File: src/rtl/mii_rx_pkg.sv
package mii_rx_pkg;
  localparam int unsigned MII_NIB_W = 4;

  typedef enum logic {
    RX_IDLE = 1'b0,
    RX_PKT  = 1'b1
  } rx_state_e;
endpackage

File: src/rtl/mii_rx_nib_gate.sv
// Forms staged output values for one cycle from frame activity and nibble flags.
module mii_rx_nib_gate #(
  parameter int unsigned NIB_W = mii_rx_pkg::MII_NIB_W
) (
  input  logic             active_i,
  input  logic [NIB_W-1:0] nib_i,
  input  logic             nib_vld_i,
  input  logic             nib_err_i,
  output logic             crs_o,
  output logic             dv_o,
  output logic [NIB_W-1:0] rxd_o,
  output logic             er_o
);
  logic take;

  always_comb begin
    take  = active_i & nib_vld_i;
    crs_o = active_i;
    dv_o  = take;
    rxd_o = take ? nib_i : '0;
    er_o  = take & nib_err_i;
  end
endmodule

File: src/rtl/mii_rx_frame_track.sv
// Rising-edge stage: packet state and staged output values.
module mii_rx_frame_track
  import mii_rx_pkg::*;
#(
  parameter int unsigned NIB_W = MII_NIB_W
) (
  input  logic             clk_i,
  input  logic             rst_ni,
  input  logic             sop_i,
  input  logic             eop_i,
  input  logic [NIB_W-1:0] nib_i,
  input  logic             nib_vld_i,
  input  logic             nib_err_i,
  input  logic             link_fail_i,
  output logic             crs_q_o,
  output logic             dv_q_o,
  output logic [NIB_W-1:0] rxd_q_o,
  output logic             er_q_o
);
  rx_state_e state_q, state_d;
  logic active;
  logic g_crs, g_dv, g_er;
  logic [NIB_W-1:0] g_rxd;

  always_comb begin
    state_d = state_q;
    active  = 1'b0;
    if (link_fail_i) begin
      state_d = RX_IDLE;
    end else if (state_q == RX_PKT) begin
      if (eop_i) state_d = RX_IDLE;
      else       active  = 1'b1;
    end else if (sop_i) begin
      // eop in the same cycle is ignored while idle
      state_d = RX_PKT;
      active  = 1'b1;
    end
  end

  mii_rx_nib_gate #(.NIB_W(NIB_W)) u_gate (
    .active_i (active),
    .nib_i    (nib_i),
    .nib_vld_i(nib_vld_i),
    .nib_err_i(nib_err_i),
    .crs_o    (g_crs),
    .dv_o     (g_dv),
    .rxd_o    (g_rxd),
    .er_o     (g_er)
  );

  always_ff @(posedge clk_i or negedge rst_ni) begin
    if (!rst_ni) begin
      state_q <= RX_IDLE;
      crs_q_o <= 1'b0;
      dv_q_o  <= 1'b0;
      rxd_q_o <= '0;
      er_q_o  <= 1'b0;
    end else begin
      state_q <= state_d;
      crs_q_o <= g_crs;
      dv_q_o  <= g_dv;
      rxd_q_o <= g_rxd;
      er_q_o  <= g_er;
    end
  end
endmodule

File: src/rtl/mii_rx_launch.sv
// Falling-edge launch registers, giving half a period of setup to the consumer.
module mii_rx_launch #(
  parameter int unsigned NIB_W = mii_rx_pkg::MII_NIB_W
) (
  input  logic             clk_i,
  input  logic             rst_ni,
  input  logic             crs_i,
  input  logic             dv_i,
  input  logic [NIB_W-1:0] rxd_i,
  input  logic             er_i,
  output logic             crs_o,
  output logic             rxdv_o,
  output logic [NIB_W-1:0] rxd_o,
  output logic             rxer_o
);
  always_ff @(negedge clk_i or negedge rst_ni) begin
    if (!rst_ni) begin
      crs_o  <= 1'b0;
      rxdv_o <= 1'b0;
      rxd_o  <= '0;
      rxer_o <= 1'b0;
    end else begin
      crs_o  <= crs_i;
      rxdv_o <= dv_i;
      rxd_o  <= rxd_i;
      rxer_o <= er_i;
    end
  end
endmodule

File: src/rtl/mii_rx_status.sv
module mii_rx_status
  import mii_rx_pkg::*;
#(
  parameter int unsigned NIB_W = MII_NIB_W
) (
  input  logic             clk_i,
  input  logic             rst_ni,
  input  logic             sop_i,
  input  logic             eop_i,
  input  logic [NIB_W-1:0] nib_i,
  input  logic             nib_vld_i,
  input  logic             nib_err_i,
  input  logic             link_fail_i,
  output logic             crs_o,
  output logic             rxdv_o,
  output logic [NIB_W-1:0] rxd_o,
  output logic             rxer_o
);
  logic             crs_q, dv_q, er_q;
  logic [NIB_W-1:0] rxd_q;

  mii_rx_frame_track #(.NIB_W(NIB_W)) u_track (
    .clk_i      (clk_i),
    .rst_ni     (rst_ni),
    .sop_i      (sop_i),
    .eop_i      (eop_i),
    .nib_i      (nib_i),
    .nib_vld_i  (nib_vld_i),
    .nib_err_i  (nib_err_i),
    .link_fail_i(link_fail_i),
    .crs_q_o    (crs_q),
    .dv_q_o     (dv_q),
    .rxd_q_o    (rxd_q),
    .er_q_o     (er_q)
  );

  mii_rx_launch #(.NIB_W(NIB_W)) u_launch (
    .clk_i (clk_i),
    .rst_ni(rst_ni),
    .crs_i (crs_q),
    .dv_i  (dv_q),
    .rxd_i (rxd_q),
    .er_i  (er_q),
    .crs_o (crs_o),
    .rxdv_o(rxdv_o),
    .rxd_o (rxd_o),
    .rxer_o(rxer_o)
  );
endmodule

File: config.mk
export PLATFORM = sky130hd
export DESIGN_NAME = mii_rx_status
export DESIGN_NICKNAME = d
export VERILOG_FILES = /design/src/rtl/mii_rx_pkg.sv /design/src/rtl/mii_rx_nib_gate.sv /design/src/rtl/mii_rx_frame_track.sv /design/src/rtl/mii_rx_launch.sv /design/src/rtl/mii_rx_status.sv
export SDC_FILE = /design/constraint.sdc
export NUM_CORES = 1
export LEC_CHECK = 0
export BUFFER_PORTS_ARGS = -buffer_cell sky130_fd_sc_hd__buf_2
export CORE_AREA = 3 3 40 42
export DETAILED_ROUTE_END_ITERATION = 12
export DIE_AREA = 0 0 43 45
export GPL_ROUTABILITY_DRIVEN = 0
export PLACE_DENSITY_LB_ADDON = 0.3
export SYNTH_ARGS = -nofsm -noshare
export SYNTH_HDL_FRONTEND = slang
export SYNTH_SLANG_ARGS = --single-unit
File: constraint.sdc
create_clock -name clk_i -period 0.93 [get_ports clk_i]
set_clock_uncertainty 0.15 [all_clocks]
set_input_delay 0.0465 -clock clk_i [delete_from_list [all_inputs] [get_ports clk_i]]
set_output_delay 0.0465 -clock clk_i [all_outputs]
set_load 0.03 [all_outputs]
# [Word-level counts from Yosys, hierarchy flattened]
# Index checks and enable logic that the tools add are counted.
# W data, S select, Z words.
[totals] reg_bits=14 input_bits=11 output_inout_bits=7 wordCells=15
[classes] mux=5 bitwise_logic=2
[op_table] op="$mux W1" n=4
[op_table] op="$mux W4" n=1
[op_table] op="$and A1 B1 Y1" n=2

# [Longest topological paths before layout]
[logic_depth] depth_word=5 ltp_mapped=2 ltp_nobuf=2

# [By module]
# A second synthesis with hierarchy kept.
[unflattened] cells_unflattened=24 area_unflattened_um2=432.9
[modules_own_cells] module="mii_rx_frame_track" instances=1 cells_each=10 area_per_inst_um2=211.5
[modules_own_cells] module="mii_rx_launch" instances=1 cells_each=7 area_per_inst_um2=175.2
[modules_own_cells] module="mii_rx_nib_gate" instances=1 cells_each=7 area_per_inst_um2=46.3

==> reports/qor.txt <==
Status = finished with violations
Failing checks = hold timing, setup timing
Max-cap violations = 0
Iteration-0 DRC Markers = 0
Met3 wire length = 61 microns
H-Tree Level Count = 1
Hold Vio Cnt, Final = 7
Synth Register Bits = 14
# hold bufs at CTS = 7
Crit path buffers/inverters = 1
RR Startpoint = u_track.state_q
Mapped Cells = 29
Post-CTS setup buffers = 0
Die H = 45 microns
Setup violators final = 21
Worst setup SP type = register
Wirelength, routed = 694 microns
Row count = 13
RSZ-0062 raised after global routing = yes
Die W = 43 microns
Final setup margin = -0.546 ns
Vias per cell = 4.04
Uppermost routed layer = met3
Worst R2R End = u_launch.crs_o
Synth Cell Area = 438 sq um
First-pass GRT wire length = 1170 microns
Hold Path End = u_track.state_q
Critical Path RT = 0.73 ns
Multiplexer area fraction after synthesis = 0
Routed Antenna Nets = 0
Commonest non-fill, non-tap cell in the layout = buf_2
Vias in the first global route = 316
Leading cell types in the layout, fill and taps excluded = 10 x buf_2, 8 x buf_6, 7 x dlygate4sd3_1, 7 x dfrtn_1, 7 x dfrtp_1
Worst Setup End Kind = output port
PortBufs = 17
Max IR drop VDD = 569 uV
CP arrival = 1.28 ns
HP Class = input pin to register
WL met2 = 349 microns
Int Power = 0.000883 W
Switching Fraction = 0.224
DRT met1 WL = 283 microns
Num CTS Buffers = 3
Setup CP Type = register to output port
Slew HR = 0.788
Io pins = 18
Post-synthesis compound-gate area fraction = 0.109
Die ar. = 1940 sq um
Pin count of the biggest net entering global routing = 9
Adder-Cell Fraction of Synth Area = 0
FF-to-FF setup slack = -0.23 ns
Worst Max-Slew Pin Slew = 0.319 ns
R2R depth = 0
Proportion of layout cells with a drive suffix above 1 = 0.525
XOR/XNOR Fraction of Synth Area = 0
Worst-case clock buffer depth = 2
Synthesized area per cell = 15.1 sq um
Clock Sinks = 14
CTS tree = yes
WP depth = 1
Initial antenna violation count = 0
Register area share after synthesis = 0.800
NumNets Final = 71
Largest family of logic cells by synthesized area = compound AO/OA/AOI/OAI gates
Placed inst area = 589 sq um
CP peak stage delay = 0.41 ns
Maximum fanout along the worst path = 1
Finished Cell Area = 746 sq um
Warnings, synthesis = 0
Hold path depth = 3
GR Overflow Total = 0
Clock slew at reported path FFs = 0.08 ns
ANT cells = 0
Total track usage = 0.0877
Psw = 0.000255 W
Worst path cell trace = buf_6
Clock Tree Root = clkbuf_4
Min-delay src = sop_i
Tot Pwr = 0.00114 W
Layout area overhead = 70.3%
CP top delay family = flip-flops
Worst path slowest cell = dfrtn_1
Fillers = 111
DR vias = 299
Routed WL per cell = 9.38 microns
Max Slew Vio Count = 0
Core footprint = 1280 sq um
Hold WS = -0.0449 ns
Initial Util = 0.341
Final setup TNS = -6.31 ns
Power density cells = 1530 nW/um^2
Synthesized net count = 40
Seq pwr share = 0.565
Place WS = -0.304 ns
P_leak = 0.379 nW
Post-Synth Simple-Gate Area = 0.0486
Combinational share of power = 0.143
Synth unique cells = 7
# DRC = 0
Clk Latency, worst-skew pair = 0.27 ns
Clock Power Share = 0.293
Pre-Repair DR Iteration Count = 1
-- repair_timing --
| item | 4_1_cts | 5_1_grt |
|---|---|---|
| setup endpoints to repair | 21 | 21 |
| gates resized for setup | 17 | 1 |
| pin swaps | 2 | 0 |
| hold endpoints to repair | 21 | 7 |
-- flip-flops by register name, summed over array words and instances, names as in the netlist --
register,cells
u_launch.crs_o,1
u_launch.rxer_o,1
u_track.dv_q_o,1
u_track.rxd_q_o,4
u_track.state_q,1
u_launch.rxdv_o,1
u_track.er_q_o,1
u_launch.rxd_o,4
-- per-stage QoR --
| stage | hold WS (ns) | util | std cells |
|---|---|---|---|
| floorplan | -0.399 | - | 29 |
| global placement | -0.0510 | 0.459 | 63 |
| detailed placement | -0.0413 | 0.459 | 63 |
| CTS | -0.0512 | 0.576 | 74 |
| global route | -0.0401 | 0.580 | 74 |
| finish | -0.0449 | 0.580 | 74 |
-- power groups by stage --
| stage | Sequential, W | Combinational, W | Clock (W) |
|---|---|---|---|
| after detailed placement | 0.000651 | 0.000121 | 0 |
| after floorplan | 0.000676 | 0.0000392 | 0 |
| after global placement | 0.000650 | 0.000119 | 0 |
| final | 0.000643 | 0.000162 | 0.000333 |
| after global routing | 0.000645 | 0.000177 | 0.000374 |
| after CTS | 0.000643 | 0.000162 | 0.000351 |
-- worst max path at each step --
stage / start / slack, ns / to
after global placement: u_launch.rxd_o[3] / -0.28 / rxd_o[3]
final: u_launch.rxer_o / -0.55 / rxer_o
after detailed placement: u_launch.rxer_o / -0.30 / rxer_o
after global routing: u_launch.rxd_o[0] / -0.57 / rxd_o[0]
after floorplan: u_launch.crs_o / -0.26 / crs_o
after CTS: u_launch.rxer_o / -0.56 / rxer_o
-- routing by layer --
metal	vias to the layer above	global-route usage
met4	0	0.0542
li1	154	-
met2	16	0.141
met3	0	0.0478
met5	-	0
met1	129	0.0902
-- final cells by class --
class                           count  area [sq um]  area share
Tap cell                           15          18.8      0.0252
Timing Repair Buffer               26           218       0.292
Multi-Input combinational cell     10           114       0.153
Clock buffer                        4          26.3      0.0352
Inverter                            5          18.8      0.0252
Sequential cell                    14           350       0.470
-- cells by family after synthesis --
family,count (synthesis)
AOI/OAI and AO/OA,7
buffers and inverters,5
DFF,14
and+or+nand+nor,3
-- synthesized netlist by cell type (all sizes together) --
cell type  n  area, sq um
a21oi      2         10.0
inv        5         18.8
nand2b     3         21.3
a211oi     5         37.5
dfrtn      7          175
dfrtp      7          175
(Power assumes the default switching activity.)
